### src/rtl/rtcc_pkg.sv
package rtcc_pkg;

   typedef enum logic [2:0] {
      FLD_SEC   = 3'd0,
      FLD_MIN   = 3'd1,
      FLD_HOUR  = 3'd2,
      FLD_DOW   = 3'd3,
      FLD_DATE  = 3'd4,
      FLD_MONTH = 3'd5,
      FLD_YEAR  = 3'd6,
      FLD_NONE  = 3'd7
   } fld_e;

   // Add one to a two-digit packed BCD value.
   function automatic logic [7:0] bcd_inc(input logic [7:0] v);
      logic [7:0] r;
      if (v[3:0] == 4'd9) r = {v[7:4] + 4'd1, 4'd0};
      else                r = {v[7:4], v[3:0] + 4'd1};
      return r;
   endfunction

   // A BCD year is a multiple of four when an even tens digit
   // pairs with units 0/4/8, or an odd tens digit with units 2/6.
   function automatic logic leap_yr(input logic [7:0] y);
      logic r;
      if (!y[4]) r = (y[3:0] == 4'd0) || (y[3:0] == 4'd4) || (y[3:0] == 4'd8);
      else       r = (y[3:0] == 4'd2) || (y[3:0] == 4'd6);
      return r;
   endfunction

   // Last day of a BCD month.
   function automatic logic [7:0] month_len(input logic [7:0] m, input logic leap);
      logic [7:0] r;
      case (m)
         8'h02:                      r = leap ? 8'h29 : 8'h28;
         8'h04, 8'h06, 8'h09, 8'h11: r = 8'h30;
         default:                    r = 8'h31;
      endcase
      return r;
   endfunction

endpackage

### src/rtl/rtcc_prescaler.sv
module rtcc_prescaler #(
   parameter int TICK_DIV = 32768
) (
   input  logic clk,
   input  logic rst_n,
   input  logic run,
   input  logic clr,
   output logic tick
);
   localparam int CW = (TICK_DIV > 2) ? $clog2(TICK_DIV) : 1;
   localparam logic [CW-1:0] LAST = CW'(TICK_DIV - 1);

   logic [CW-1:0] cnt;

   assign tick = run && !clr && (cnt == LAST);

   always_ff @(posedge clk or negedge rst_n) begin
      if (!rst_n)   cnt <= '0;
      else if (clr) cnt <= '0;
      else if (run) cnt <= (cnt == LAST) ? '0 : cnt + 1'b1;
   end
endmodule

### src/rtl/rtcc_bcd_wrap.sv
module rtcc_bcd_wrap #(
   parameter logic [7:0] LO   = 8'h00,
   parameter logic [7:0] HI   = 8'h59,
   parameter logic [7:0] MASK = 8'h7F,
   parameter logic [7:0] INIT = 8'h00
) (
   input  logic       clk,
   input  logic       rst_n,
   input  logic       inc,
   input  logic       ld,
   input  logic [7:0] ld_val,
   output logic [7:0] val,
   output logic       carry
);
   import rtcc_pkg::*;

   assign carry = inc && !ld && (val == HI);

   always_ff @(posedge clk or negedge rst_n) begin
      if (!rst_n)   val <= INIT;
      else if (ld)  val <= ld_val & MASK;
      else if (inc) val <= (val == HI) ? LO : bcd_inc(val);
   end
endmodule

### src/rtl/rtcc_hour.sv
module rtcc_hour (
   input  logic       clk,
   input  logic       rst_n,
   input  logic       inc,
   input  logic       ld,
   input  logic [7:0] ld_val,
   output logic [7:0] hour,
   output logic       day_cy
);
   import rtcc_pkg::*;

   logic [7:0] nxt;
   logic       wrap;
   logic [7:0] step;

   always_comb begin
      wrap = 1'b0;
      step = '0;
      if (hour[6]) begin
         step = bcd_inc({3'b000, hour[4:0]});
         if (hour[4:0] == 5'h12) begin
            nxt = {2'b01, hour[5], 5'h01};
         end else if (hour[4:0] == 5'h11) begin
            nxt  = {2'b01, ~hour[5], 5'h12};
            wrap = hour[5];
         end else begin
            nxt = {2'b01, hour[5], step[4:0]};
         end
      end else begin
         step = bcd_inc({2'b00, hour[5:0]});
         if (hour[5:0] == 6'h23) begin
            nxt  = 8'h00;
            wrap = 1'b1;
         end else begin
            nxt = {2'b00, step[5:0]};
         end
      end
   end

   assign day_cy = inc && !ld && wrap;

   always_ff @(posedge clk or negedge rst_n) begin
      if (!rst_n)   hour <= 8'h00;
      else if (ld)  hour <= ld_val & 8'h7F;
      else if (inc) hour <= nxt;
   end
endmodule

### src/rtl/rtcc_calendar.sv
module rtcc_calendar (
   input  logic       clk,
   input  logic       rst_n,
   input  logic       inc,
   input  logic       ld_date,
   input  logic       ld_month,
   input  logic [7:0] ld_val,
   input  logic [7:0] year,
   output logic [7:0] date,
   output logic [7:0] month,
   output logic       yr_cy
);
   import rtcc_pkg::*;

   logic [7:0] last_day;
   logic       end_of_month;

   assign last_day     = month_len(month, leap_yr(year));
   assign end_of_month = inc && !ld_date && (date == last_day);
   assign yr_cy        = end_of_month && !ld_month && (month == 8'h12);

   always_ff @(posedge clk or negedge rst_n) begin
      if (!rst_n)       date <= 8'h01;
      else if (ld_date) date <= ld_val & 8'h3F;
      else if (inc)     date <= (date == last_day) ? 8'h01 : bcd_inc(date);
   end

   always_ff @(posedge clk or negedge rst_n) begin
      if (!rst_n)            month <= 8'h01;
      else if (ld_month)     month <= ld_val & 8'h1F;
      else if (end_of_month) month <= (month == 8'h12) ? 8'h01 : bcd_inc(month);
   end
endmodule

### src/rtl/bcd_calendar_clock.sv
module bcd_calendar_clock #(
   parameter int TICK_DIV = 32768
) (
   input  logic       clk,
   input  logic       rst_n,
   input  logic       osc_en_n,
   input  logic       wr_en,
   input  logic [2:0] wr_sel,
   input  logic [7:0] wr_data,
   output logic [7:0] sec,
   output logic [7:0] min,
   output logic [7:0] hour,
   output logic [7:0] dow,
   output logic [7:0] date,
   output logic [7:0] month,
   output logic [7:0] year,
   output logic       upd
);
   import rtcc_pkg::*;

   generate
      if (TICK_DIV < 2) begin : g_bad_div
         $error("TICK_DIV must be at least 2");
      end
   endgenerate

   logic ld_sec, ld_min, ld_hour, ld_dow, ld_date, ld_month, ld_year;
   logic tick, sec_cy, min_cy, day_cy, yr_cy, dow_cy, year_cy;

   assign ld_sec   = wr_en && (wr_sel == FLD_SEC);
   assign ld_min   = wr_en && (wr_sel == FLD_MIN);
   assign ld_hour  = wr_en && (wr_sel == FLD_HOUR);
   assign ld_dow   = wr_en && (wr_sel == FLD_DOW);
   assign ld_date  = wr_en && (wr_sel == FLD_DATE);
   assign ld_month = wr_en && (wr_sel == FLD_MONTH);
   assign ld_year  = wr_en && (wr_sel == FLD_YEAR);

   rtcc_prescaler #(.TICK_DIV(TICK_DIV)) u_pre (
      .clk(clk), .rst_n(rst_n), .run(!osc_en_n), .clr(ld_sec), .tick(tick)
   );

   rtcc_bcd_wrap #(.LO(8'h00), .HI(8'h59), .MASK(8'h7F), .INIT(8'h00)) u_sec (
      .clk(clk), .rst_n(rst_n), .inc(tick), .ld(ld_sec), .ld_val(wr_data),
      .val(sec), .carry(sec_cy)
   );

   rtcc_bcd_wrap #(.LO(8'h00), .HI(8'h59), .MASK(8'h7F), .INIT(8'h00)) u_min (
      .clk(clk), .rst_n(rst_n), .inc(sec_cy), .ld(ld_min), .ld_val(wr_data),
      .val(min), .carry(min_cy)
   );

   rtcc_hour u_hour (
      .clk(clk), .rst_n(rst_n), .inc(min_cy), .ld(ld_hour), .ld_val(wr_data),
      .hour(hour), .day_cy(day_cy)
   );

   rtcc_bcd_wrap #(.LO(8'h01), .HI(8'h07), .MASK(8'h07), .INIT(8'h01)) u_dow (
      .clk(clk), .rst_n(rst_n), .inc(day_cy), .ld(ld_dow), .ld_val(wr_data),
      .val(dow), .carry(dow_cy)
   );

   rtcc_calendar u_cal (
      .clk(clk), .rst_n(rst_n), .inc(day_cy), .ld_date(ld_date),
      .ld_month(ld_month), .ld_val(wr_data), .year(year),
      .date(date), .month(month), .yr_cy(yr_cy)
   );

   rtcc_bcd_wrap #(.LO(8'h00), .HI(8'h99), .MASK(8'hFF), .INIT(8'h00)) u_year (
      .clk(clk), .rst_n(rst_n), .inc(yr_cy), .ld(ld_year), .ld_val(wr_data),
      .val(year), .carry(year_cy)
   );

   logic unused_cy;
   assign unused_cy = dow_cy ^ year_cy;

   always_ff @(posedge clk or negedge rst_n) begin
      if (!rst_n) upd <= 1'b0;
      else        upd <= tick;
   end
endmodule

### config.mk
export PLATFORM = sky130hd
export DESIGN_NAME = bcd_calendar_clock
export DESIGN_NICKNAME = d
export VERILOG_FILES = /design/src/rtl/rtcc_pkg.sv /design/src/rtl/rtcc_prescaler.sv /design/src/rtl/rtcc_bcd_wrap.sv /design/src/rtl/rtcc_hour.sv /design/src/rtl/rtcc_calendar.sv /design/src/rtl/bcd_calendar_clock.sv
export SDC_FILE = /design/constraint.sdc
export NUM_CORES = 1
export LEC_CHECK = 0
export ABC_AREA = 1
export BUFFER_PORTS_ARGS = -buffer_cell sky130_fd_sc_hd__buf_2
export CAP_MARGIN = 25
export CORE_ASPECT_RATIO = 1.4
export CORE_MARGIN = 1.5
export CORE_UTILIZATION = 30
export DETAILED_ROUTE_END_ITERATION = 10
export GPL_ROUTABILITY_DRIVEN = 1
export PLACE_DENSITY = 0.55
export RECOVER_POWER = 100
export SYNTH_ARGS = -nofsm -noshare
export SYNTH_HDL_FRONTEND = slang
export SYNTH_SLANG_ARGS = --single-unit
### constraint.sdc
create_clock -name clk -period 2.45 [get_ports clk]
set_input_delay 0.3675 -clock clk [delete_from_list [all_inputs] [get_ports clk]]
set_output_delay 0.3675 -clock clk [all_outputs]
set_load 0.02 [all_outputs]
======== Word-level counts from Yosys, hierarchy flattened ========
Cells that the tools add are included.
word-level totals
  register bits ........................... 72
  input bits .............................. 15
  word-level logic and storage cells ...... 165
operators by class
  $add $sub $neg .......................... 16
  eq/ne operators ......................... 36
  multiplexer cells ....................... 42
  bitwise operators ....................... 1
  reductions and logical operators ........ 53
operator list
  kind                                                 number
  two-way mux 8 bit                                    28
  adder 4 x 1 -> 4 bit, second input constant          13
  two-way mux 15 bit                                   3
  equality test 4 bit, second input constant           8
  equality test 8 x 3 -> 1 bit, second input constant  3
  logical AND 1 bit                                    19
  two-way mux 6 bit                                    3
  nonzero test 3 bit                                   6
  equality test 8 x 5 -> 1 bit, second input constant  2
  equality test 8 x 7 -> 1 bit, second input constant  2
  case mux 8 bit (2 select lines)                      1
  adder 15 x 1 -> 15 bit, second input constant        1
  equality test 15 bit, second input constant          1
  nonzero test 2 bit                                   7
  AND reduction 2 bit                                  6
  equality test 5 bit, second input constant           2
  equality test 3 bit, second input constant           3
  equality test 4 x 3 -> 1 bit, second input constant  2
  equality test 8 x 2 -> 1 bit, second input constant  1
  equality test 8 x 4 -> 1 bit, second input constant  1
  equality test 8 bit                                  1
  equality test 8 bit, second input constant           1
  equality test 3 x 2 -> 1 bit, second input constant  2
  equality test 6 bit, second input constant           1
  other kinds (18)                                     31

======== Longest topological paths before layout ========
Gate-level depths: netlist (run 1).
  depth in word-level cells ............... 17
  mapped depth ............................ 16
  depth with buffers taken out ............ 16

======== Cells and area by module ========
From an unflattened synthesis (run 1), not the netlist that was laid out.
unflattened totals
  cells, all modules ...................... 700
  area, all modules ....................... 5,223.8 µm²
by module, submodules not included
  module                      times used  cells an instance  area each (µm²)  sequential area each (µm²)
  rtcc_calendar               1           190                1,303.8          402.9
  rtcc_bcd_wrap at u_min ...  2           71                 593.1            200.2
  rtcc_prescaler              1           119                934.6            375.4
  rtcc_bcd_wrap at u_year     1           69                 581.8            200.2
  rtcc_bcd_wrap at u_dow      1           73                 568.0            201.4
  rtcc_hour                   1           89                 558.0            175.2
  bcd_calendar_clock          1           18                 91.3             25.0

======== Worst setup path before layout (run 1) ========
Ideal clock, no wire load.
  path kind ............................... register -> register
  from .................................... reg u_sec.val[0]
  to ...................................... reg u_dow.val[0]
  library setup time ...................... 0.082 ns
  data arrival time ....................... 1.936 ns
  setup slack ............................. 0.432 ns
  cell stages (with the launch flop) ...... 11
  buffers on the path ..................... 0
  cells stage by stage .................... dfrtp_1 ha_1 nand3b_1 nor2_1 nand4_4 nor2_4 nand2_1 inv_2 nand2_2 nand2_2 mux2_2
between the ends
  longest elaborated chain between the ends .. 7
ends and longest elaborated chain
  what                             line                 text
  start: declaration               rtcc_bcd_wrap.sv:12  output logic [7:0] val,
  start signal: assignment         rtcc_bcd_wrap.sv:21  else if (ld) val <= ld_val & MASK;
  start signal: assignment         rtcc_bcd_wrap.sv:22  else if (inc) val <= (val == HI) ? LO : bcd_inc(val);
  equality test 8 x 7 -> 1 bit     rtcc_bcd_wrap.sv:17  assign carry = inc && !ld && (val == HI);
  logical AND 1 bit (3 in series)  rtcc_bcd_wrap.sv:17
  logical AND 1 bit (2 in series)  rtcc_hour.sv:40      assign day_cy = inc && !ld && wrap;
  nonzero test 2 bit (no line)     --
  end signal: assignment           rtcc_bcd_wrap.sv:21
  end signal: assignment           rtcc_bcd_wrap.sv:22
  end: declaration                 rtcc_bcd_wrap.sv:12
Every way passes these cells.
A chain may end at the register's enable or synchronous reset.

======== Worst setup path in the final report (run 1) ========
  from .................................... reg u_pre.cnt[1]
  to ...................................... reg u_year.val[0]
between the ends
  longest elaborated chain between the ends .. 13
ends and longest elaborated chain
  what                             line                  text
  start: declaration               rtcc_prescaler.sv:13  logic [CW-1:0] cnt;
  start signal: assignment         rtcc_prescaler.sv:20  else if (run) cnt <= (cnt == LAST) ? '0 : cnt + 1'b1;
  equality test 15 bit             rtcc_prescaler.sv:15  assign tick = run && !clr && (cnt == LAST);
  logical AND 1 bit                rtcc_prescaler.sv:15
  logical AND 1 bit (4 in series)  rtcc_bcd_wrap.sv:17
  logical AND 1 bit (2 in series)  rtcc_hour.sv:40
  logical AND 1 bit (2 in series)  rtcc_calendar.sv:19   assign end_of_month = inc && !ld_date && (date == last_day);
  logical AND 1 bit (2 in series)  rtcc_calendar.sv:20   assign yr_cy = end_of_month && !ld_month && (month == 8'h12);
  nonzero test 2 bit (no line)     --
  end signal: assignment           rtcc_bcd_wrap.sv:21
  end signal: assignment           rtcc_bcd_wrap.sv:22
  end: declaration                 rtcc_bcd_wrap.sv:12
Every way passes these cells.

==> results.py, run 1 <==
metrics = {
    "outcome": {
        "status": "completed",
    },
    "placement": {
        "io_buffers": 70,
        "gp_congestion": 0.836,
        "hpwl_um": 9610,
    },
    "cts": {
        "cts_tree": "built",
        "clkTransAtPathRegs_ps": 60,
        "cts_buffer_depth": 2,
        "clkSinkCount": 71,
        "worstSkewPairLatency_ps": 340,
        "cts-root-buf": "clkbuf_16",
        "htreeDepth": 3,
        "cts_buffers": 9,
    },
    "global_routing": {
        "antenna_found_initial": 0,
        "grt_pass1_vias": 4337,
        "grt_first_pass_wirelength_um": 20900,
        "gr-total-overflow": 0,
        "grt_max_degree": 62,
        "track_usage_pct": 16.6,
    },
    "logic_synthesis": {
        "synth.distinct_cells": 45,
        "synth-seq-area-share_pct": 39.3,
        "netlist_instances": 580,
        "synth_edf_count": 0,
        "synth_top_cell_by_area": "dfrtp_1",
        "yosys_warnings": 0,
        "async_flop_share_pct": 100,
        "synth_top_area_share_pct": 37.6,
        "synthFlopType": "dfrtp_1",
        "syn_area_per_cell_um2": 7.80,
        "syn_area_um2": 4530,
        "synth_fp_nets": 617,
        "synth.area.top_cells": "dfrtp_1 (38%), nand2_1 (9.5%), inv_1 (7.0%)",
        "ys_ff_latch": 71,
    },
    "die": {
        "pin_count": 72,
        "rows": 52,
        "fp.coreArea_um2": 14600,
        "chipHeight_um": 148,
        "start_util_pct": 31.1,
        "die-area_um2": 15800,
        "die_x_um": 107,
    },
    "power": {
        "leakage_nw": 2.54,
        "power_density_nw_per_um2": 840,
        "peakVddDrop_mv": 0.480,
    },
    "critical_path": {
        "ff2ff_setup_slack_ps": 210,
        "required_ps": 2710,
        "crit_family": "simple AND/OR/NAND/NOR gates",
        "r2r-start": "u_pre.cnt[1]$_DFFE_PN0P_",
        "max_stage_delay_ps": 370,
        "crit_slowest_cell": "dfrtp_1",
        "crit_arrival_ps": 2500,
        "crit_top_cell": "nor2_4",
        "cp.buffers_inverters": 1,
        "cp-end-kind": "flip-flop",
        "start_kind": "flip-flop",
        "reg2reg_depth": 14,
        "worst-path-max-fanout": 5,
        "path_class": "flip-flop to flip-flop",
        "worstPathCellList": "ha_1 -> nand2_1 -> nor2_4 -> nand2_2 -> nor2_4 -> nand4_4 -> nor2_4 -> nand4_4 -> nor2_4 -> nand3_2 -> nand2_4 -> clkbuf_1 -> nand2_1 -> o21ai_1",
        "r2r_end": "u_year.val[0]$_DFFE_PN0P_",
    },
    "layout": {
        "final_nets": 714,
        "final_cell_mix": "nand2_1 (114), inv_1 (84), dfrtp_1 (68), clkbuf_1 (63), nand3_1 (52)",
        "fillers": 1587,
        "area_growth_pct": 21.0,
        "mostFrequentLayoutCell": "nand2_1",
        "drive_gt1_share_pct": 11.0,
        "post-route-util_pct": 37.6,
        "n_antenna_cell": 0,
    },
    "drt": {
        "wl_per_cell_um": 14.7,
        "wirelength_um": 12800,
        "vias_per_cell": 4.96,
        "drc": 0,
        "drt-pass1-iter-count": 4,
        "via_count": 4317,
        "ant_nets": 0,
        "first_iter_violations": 193,
    },
    "timing": {
        "finalHoldViolCount": 0,
        "drv_slew": 0,
        "tightest_slew_ps": 888,
        "fin_skew_ps": 11.3,
        "setup_viol": 0,
        "setup_tns_ps": 0,
        "fin_crit_sh_pct": 91.5,
        "rsz0062_at_grt": "false",
        "period_minus_slack_ps": 2240,
        "fmax_ghz": 0.446,
        "max-slew-margin-rel_pct": 40.8,
    },
    "flow_run": {
        "drv_cap": 0,
    },
    "min_path": {
        "hp-start": "wr_data[1]",
        "hold_depth": 3,
        "hp-class": "primary input to flip-flop",
        "min_to": "u_cal.date[1]$_DFFE_PN0P_",
    },
}
metal layers:
layer  track usage [%]  vias up  wire length [um]
met5                 0        -                 0
met1              19.8     2064              5470
met2              28.5       98              6320
met3              3.72       18               556
met4              7.07        0               408
li1                  -     2137                 -
cell usage after synthesis, types with 2 or more instances:
master and count:
nand2_1 114, inv_1 84, dfrtp_1 68, nand3_1 53, nor2_1 50, o21ai_0 32, ha_1 22, xor2_1 19
o22ai_1 14, a21oi_1 13, o221ai_1 12, nand4_1 11, nor3_1 11, xnor2_1 7, nand2_2 6, nor2_2 6
o211ai_1 6, o21ai_1 6, nand3b_1 5, nor2_4 4, o31ai_1 4, clkbuf_1 3, dfstp_2 3, inv_2 3
a221oi_1 2, a32o_1 2, or2_2 2
per-stage QoR:
stage	setup slack, ps	hold WS, ps	std cells	area, um^2	total power, W
after floorplan	432	71.9	580	4530	0.00280
after global placement	176	263	848	5200	0.00334
after detailed placement	70.5	271	848	5200	0.00338
after CTS	55.8	257	865	5500	0.00470
after global routing	10.7	274	871	5480	0.00494
final	208	271	871	5480	0.00460
timing repair:
action | in CTS | in global routing
hold endpoints to repair | 10 | 0
resized for setup | 0 | 6
hold buffers | 1 | 0
endpoints found under the setup margin | 0 | 20
buffers inserted | 0 | 5
power breakdown:
group | leakage [nW] | switching (W) | total (W) | internal [W]
Clock | 0.141 | 0.000502 | 0.00129 | 0.000788
Sequential | 0.886 | 0.000357 | 0.00180 | 0.00145
Combinational | 1.51 | 0.000987 | 0.00151 | 0.000525
state kept, by name, indices dropped and copies added (netlist names):
register / count
u_cal.date: 8
u_cal.month: 8
u_dow.val: 8
u_hour.hour: 7
u_min.val: 8
u_pre.cnt: 15
u_sec.val: 8
u_year.val: 8
upd: 1
how the worst max path moves through the flow:
stage	from	end	slack, ps	cells past startpoint
global placement	u_pre.cnt[0]$_DFFE_PN0P_	u_year.val[4]$_DFFE_PN0P_	180	14
finish	u_pre.cnt[1]$_DFFE_PN0P_	u_year.val[0]$_DFFE_PN0P_	210	14
global route	u_pre.cnt[1]$_DFFE_PN0P_	u_year.val[5]$_DFFE_PN0P_	10	14
detailed placement	u_pre.cnt[0]$_DFFE_PN0P_	u_year.val[5]$_DFFE_PN0P_	70	14
CTS	u_pre.cnt[0]$_DFFE_PN0P_	u_year.val[5]$_DFFE_PN0P_	60	14
floorplan	u_sec.val[0]$_DFFE_PN0P_	u_dow.val[0]$_DFFE_PN1P_	430	10
cell type report:
| type | count | area [um^2] | area share (%) |
|---|---|---|---|
| multi-input cells | 417 | 2430 | 44.3 |
| inverters | 88 | 330 | 6.03 |
| flip-flops and latches | 71 | 1780 | 32.5 |
| well taps | 189 | 236 | 4.32 |
| clock buffers | 12 | 236 | 4.32 |
| repair buffers | 90 | 420 | 7.67 |
| clock inverters | 4 | 48.8 | 0.891 |
cells by family after synthesis:
group	synth area share, %
AND/OR/NAND/NOR	27.6
AO/OA/AOI/OAI	13.7
buffers and inverters	7.96
flip-flops	39.3
XOR/XNOR	5.03
adder cells (fa/ha/maj)	6.08
other	0.0828
multiplexers	0.249
worst reg2reg max path, cell delays in order, from the launching register on:
cell and delay (ps):
dfrtp_1 370, ha_1 180, nand2_1 100, nor2_4 130
nand2_2 110, nor2_4 180, nand4_4 130, nor2_4 150
nand4_4 110, nor2_4 150, nand3_2 130, nand2_4 140
clkbuf_1 160, nand2_1 60, o21ai_1 70
Note: power is estimated with default switching activity, not from simulation.
==> inputs of run 2 (changes only) <==
Settings changed: ABC_CLOCK_PERIOD_IN_PS set to 2450, CELL_PAD_IN_SITES_DETAIL_PLACEMENT set to 0, CELL_PAD_IN_SITES_GLOBAL_PLACEMENT set to 1, PLACE_DENSITY 0.55 to 0.68.
==> results.py, run 2 (synthesis gave the netlist of run 1 again) <==
metrics = {
    "layout": {
        "multi_input_area_um2": 2430,
        "final_nets": 719,
        "final_cell_mix": "nand2_1 (112), inv_1 (84), dfrtp_1 (68), clkbuf_1 (55), nand3_1 (52)",
        "seq_area_um2": 1780,
        "fillers": 1555,
        "area_growth_pct": 23.1,
        "largest_register": "u_pre.cnt",
        "drive_gt1_share_pct": 13.4,
        "largest_register_ffs": 15,
        "post-route-util_pct": 38.2,
        "n_antenna_cell": 0,
        "mostFrequentLayoutCell": "nand2_1",
    },
    "critical_path": {
        "path_class": "flip-flop to flip-flop",
        "cp.buffers_inverters": 1,
        "start_kind": "flip-flop",
        "crit_family": "simple AND/OR/NAND/NOR gates",
        "r2r-start": "u_pre.cnt[0]$_DFFE_PN0P_",
        "max_stage_delay_ps": 390,
        "cp_num_cells": 12,
        "cp-end-kind": "flip-flop",
        "crit_slowest_cell": "dfrtp_1",
        "crit_arrival_ps": 2500,
        "worstPathCellList": "ha_2 -> nand2_2 -> nor2_4 -> nand2_4 -> nor2_4 -> buf_4 -> nand2_1 -> nor3_2 -> nor2_1 -> nor2_2 -> a31o_2 -> o22ai_1",
        "crit_end": "u_sec.val[2]$_DFFE_PN0P_",
        "required_ps": 2670,
        "cp-startpoint": "u_pre.cnt[0]$_DFFE_PN0P_",
        "r2r_end": "u_sec.val[2]$_DFFE_PN0P_",
        "crit_top_cell": "nor2_4",
        "reg2reg_depth": 12,
        "worst-path-max-fanout": 9,
        "ff2ff_setup_slack_ps": 170,
    },
    "cts": {
        "cts_hold_buf": 0,
        "clkTransAtPathRegs_ps": 60,
        "htreeDepth": 3,
        "cts-root-buf": "clkbuf_16",
        "cts_tree": "built",
        "worstSkewPairLatency_ps": 350,
        "cts_buffer_depth": 2,
        "cts_buffers": 9,
        "clkSinkCount": 71,
    },
    "outcome": {
        "violations": "max-capacitance violations, max-slew violations",
        "status": "finished with violations",
    },
    "global_routing": {
        "grt_max_degree": 72,
        "antenna_found_initial": 0,
        "grt_first_pass_wirelength_um": 21000,
        "grt_pass1_vias": 4267,
        "track_usage_pct": 16.8,
        "gr-total-overflow": 0,
    },
    "drt": {
        "drc": 0,
        "first_iter_violations": 152,
        "wirelength_um": 12900,
        "via_count": 4345,
        "vias_per_cell": 4.96,
        "drt-pass1-iter-count": 4,
        "wl_per_cell_um": 14.8,
        "ant_nets": 0,
    },
    "timing": {
        "drv_slew": 72,
        "fin_crit_sh_pct": 93.0,
        "period_minus_slack_ps": 2280,
        "timing.hold.ws_ps": 241,
        "setup_viol": 0,
        "finalHoldViolCount": 0,
        "fin_skew_ps": 12.1,
        "rsz0062_at_grt": "true",
        "fmax_ghz": 0.439,
        "tightest_slew_ps": 1890,
        "max-slew-margin-rel_pct": -25.8,
    },
    "die": {
        "die-area_um2": 15800,
        "rows": 52,
        "start_util_pct": 31.1,
        "die_x_um": 107,
        "chipHeight_um": 148,
        "fp.coreArea_um2": 14600,
        "pin_count": 72,
    },
    "power": {
        "leakage_nw": 2.59,
        "peakVddDrop_mv": 0.387,
        "power_density_nw_per_um2": 861,
    },
    "placement": {
        "io_buffers": 70,
        "hpwl_um": 9840,
        "gp_congestion": 0.827,
    },
    "min_path": {
        "hp-class": "primary input to flip-flop",
    },
    "flow_run": {
        "drv_cap": 1,
    },
}
==> run 2: cell types whose count changed in the layout (fill, tap and decap cells not counted), moves of 2 or more <==
cell,change
buf_2,+3
buf_4,+9
clkbuf_1,-8
clkinvlp_4,+2
nand2_1,-2
==> run 2: layout make-up <==
type / instances / area share [%]
clock inverters: 7 / 1.75
multi-input cells: 416 / 43.6
inverters: 88 / 5.93
flip-flops and latches: 71 / 32.0
clock buffers: 9 / 4.04
repair buffers: 96 / 8.47
well taps: 189 / 4.24
==> run 2: power by group <==
group          internal, W  switching, W
sequential         0.00144      0.000336
clock             0.000893      0.000557
combinational     0.000551       0.00102
total              0.00289       0.00191
==> run 2: layer usage <==
| layer | wire length (um) | global-route usage [%] | vias up |
|---|---|---|---|
| met5 | 0 | 0 | - |
| met4 | 342 | 5.73 | 0 |
| met3 | 565 | 3.72 | 20 |
| met2 | 6620 | 29.7 | 87 |
| met1 | 5420 | 19.8 | 2087 |
| li1 | - | - | 2151 |
==> run 2: per-stage QoR <==
stage | setup WS [ps] | power, W | setup TNS (ps) | cells | instance area (um^2)
global route | -32.0 | 0.00510 | -89.6 | 876 | 5570
floorplan | 432 | 0.00280 | 0 | 580 | 4530
detailed placement | 116 | 0.00342 | 0 | 854 | 5250
CTS | 85.4 | 0.00488 | 0 | 870 | 5570
global placement | 189 | 0.00340 | 0 | 854 | 5250
finish | 173 | 0.00480 | 0 | 876 | 5570
==> run 2: worst min-delay path by stage <==
stage,from,to,slack [ps],cells after the start
finish,osc_en_n,upd$_DFF_PN0_,240,2
floorplan,rst_n,u_cal.date[1]$_DFFE_PN0P_,70,0
global route,osc_en_n,upd$_DFF_PN0_,250,2
CTS,rst_n,u_pre.cnt[7]$_DFFE_PN0P_,70,2
detailed placement,rst_n,u_pre.cnt[7]$_DFFE_PN0P_,440,2
global placement,rst_n,u_pre.cnt[7]$_DFFE_PN0P_,440,2
==> run 2: what timing repair did <==
item                       in CTS  in global routing
setup endpoints to repair       0                 15
buffers inserted                0                  7
resized for setup               0                 11
==> run 2: worst reg2reg max path, delay by kind of cell (launching register included) <==
family / cells / cell delay, ps
AO/OA/AOI/OAI: 2 / 210
adder cells (fa/ha/maj): 1 / 210
buffers and inverters: 1 / 140
flip-flops: 1 / 390
AND/OR/NAND/NOR: 8 / 1200
==> inputs of run 3 (changes only) <==
Settings changed: CORE_UTILIZATION 30 to 42, PLACE_DENSITY 0.68 to 0.87.
==> results.py, run 3 (synthesis gave the netlist of run 1 again) <==
metrics = {
    "cts": {
        "cts_hold_buf": 0,
        "worstSkewPairLatency_ps": 340,
        "clkTransAtPathRegs_ps": 60,
        "cts-root-buf": "clkbuf_16",
        "htreeDepth": 3,
        "cts_buffer_depth": 2,
        "clkSinkCount": 71,
        "cts_buffers": 9,
        "cts_tree": "built",
    },
    "placement": {
        "hpwl_um": 8920,
        "io_buffers": 70,
        "gp_congestion": 0.894,
        "pre_cts_ws_ps": 62.7,
    },
    "timing": {
        "finalHoldViolCount": 0,
        "fmax_ghz": 0.435,
        "fin_skew_ps": 7.23,
        "setup_tns_ps": 0,
        "tightest_slew_ps": 1280,
        "period_minus_slack_ps": 2300,
        "setup_viol": 0,
        "max-slew-margin-rel_pct": 14.4,
        "drv_slew": 0,
        "worst_slack_ps": 150,
        "fin_crit_sh_pct": 93.9,
        "timing.hold.ws_ps": 260,
    },
    "die": {
        "rows": 44,
        "fp.coreArea_um2": 10500,
        "chipHeight_um": 126,
        "start_util_pct": 43.3,
        "die-area_um2": 11400,
        "pin_count": 72,
        "die_x_um": 90.7,
    },
    "critical_path": {
        "r2r_end": "u_year.val[6]$_DFFE_PN0P_",
        "crit_arrival_ps": 2570,
        "path_class": "flip-flop to flip-flop",
        "reg2reg_depth": 14,
        "r2r-start": "u_pre.cnt[0]$_DFFE_PN0P_",
        "start_kind": "flip-flop",
        "required_ps": 2720,
        "cp-end-kind": "flip-flop",
        "ff2ff_setup_slack_ps": 150,
        "worst-path-max-fanout": 6,
    },
    "layout": {
        "n_antenna_cell": 0,
        "largest_register_ffs": 15,
        "area_growth_pct": 19.9,
        "multi_input_area_um2": 2460,
        "largest_register": "u_pre.cnt",
        "seq_area_um2": 1780,
        "mostFrequentLayoutCell": "nand2_1",
        "drive_gt1_share_pct": 12.2,
        "post-route-util_pct": 51.9,
        "fillers": 1042,
        "final_nets": 712,
        "final_cell_mix": "nand2_1 (112), inv_1 (84), dfrtp_1 (68), clkbuf_1 (57), nand3_1 (51)",
    },
    "global_routing": {
        "grt_max_degree": 29,
        "grt_util_met3_pct": 3.50,
        "gr-total-overflow": 0,
        "grt_use_met2_pct": 38.7,
        "antenna_found_initial": 0,
        "grtUsageMet1_pct": 25.2,
        "track_usage_pct": 21.5,
        "grt_first_pass_wirelength_um": 19900,
        "grt_pass1_vias": 4318,
        "grt.busiest_layer": "met2",
    },
    "drt": {
        "vias_per_cell": 5.27,
        "wirelength_um": 11900,
        "via_count": 4306,
        "drc": 0,
        "drt-pass1-iter-count": 5,
        "ant_nets": 0,
        "first_iter_violations": 259,
        "wl_per_cell_um": 14.5,
    },
    "power": {
        "power_density_nw_per_um2": 830,
        "peakVddDrop_mv": 0.468,
        "leakage_nw": 2.54,
        "fin_total_pwr_w": 0.00450,
    },
    "min_path": {
        "min_to": "upd$_DFF_PN0_",
        "hold_depth": 2,
        "hp-start": "osc_en_n",
        "hp-class": "primary input to flip-flop",
    },
    "flow_run": {
        "drv_cap": 0,
    },
    "outcome": {
        "status": "completed",
    },
}
-- run 3: cell type report --
class / count / area share (%)
Clock buffer: 11 / 4.47
Clock inverter: 4 / 0.576
Inverter: 88 / 6.09
Multi-Input combinational cell: 417 / 45.3
Sequential cell: 71 / 32.8
Tap cell: 138 / 3.18
Timing Repair Buffer: 88 / 7.56
-- run 3: report_power, final --
part / total [W] / switching (W) / internal, W
clock: 0.00122 / 0.000508 / 0.000711
sequential: 0.00180 / 0.000352 / 0.00145
combinational: 0.00149 / 0.000972 / 0.000516
total: 0.00450 / 0.00183 / 0.00267
-- run 3: how the worst max path moves through the flow --
stage / end / slack [ps] / startpoint
after global placement: u_year.val[6]$_DFFE_PN0P_ / 180 / u_pre.cnt[0]$_DFFE_PN0P_
after floorplan: u_dow.val[0]$_DFFE_PN1P_ / 430 / u_sec.val[0]$_DFFE_PN0P_
after CTS: u_year.val[6]$_DFFE_PN0P_ / 40 / u_pre.cnt[0]$_DFFE_PN0P_
after detailed placement: u_year.val[6]$_DFFE_PN0P_ / 60 / u_pre.cnt[0]$_DFFE_PN0P_
final: u_year.val[6]$_DFFE_PN0P_ / 150 / u_pre.cnt[0]$_DFFE_PN0P_
after global routing: u_year.val[6]$_DFFE_PN0P_ / -10 / u_pre.cnt[0]$_DFFE_PN0P_
-- run 3: what timing repair did --
action	in CTS	in global routing
endpoints found under the setup margin	0	17
buffers inserted	0	8
gates resized for setup	0	15
-- run 3: per-layer routing --
metal,vias to the layer above,wire (um),share of wire (%)
li1,2132,-,-
met1,2047,4960,42
met2,106,6140,52
met3,21,564,4.8
met4,0,198,1.7
met5,-,0,0
-- run 3: per-stage QoR --
stage	instance area, um^2	std cells
5_1_grt	5430	817
4_1_cts	5380	809
6_report	5430	817
3_3_place_gp	5100	794
2_1_floorplan	4530	580
3_5_place_dp	5100	794
-- run 3: worst max-delay path: stages, from the launching register on --
cell and delay (ps):
dfrtp_1 380, ha_2 200, nand2_2 80, nor2_4 160
nand2_4 80, nor2_4 170, nand4_4 120, nor2_4 170
nand4_4 130, nor2_4 220, nand3_4 120, nand2_4 130
buf_4 120, nand3_1 70, nand2_1 80
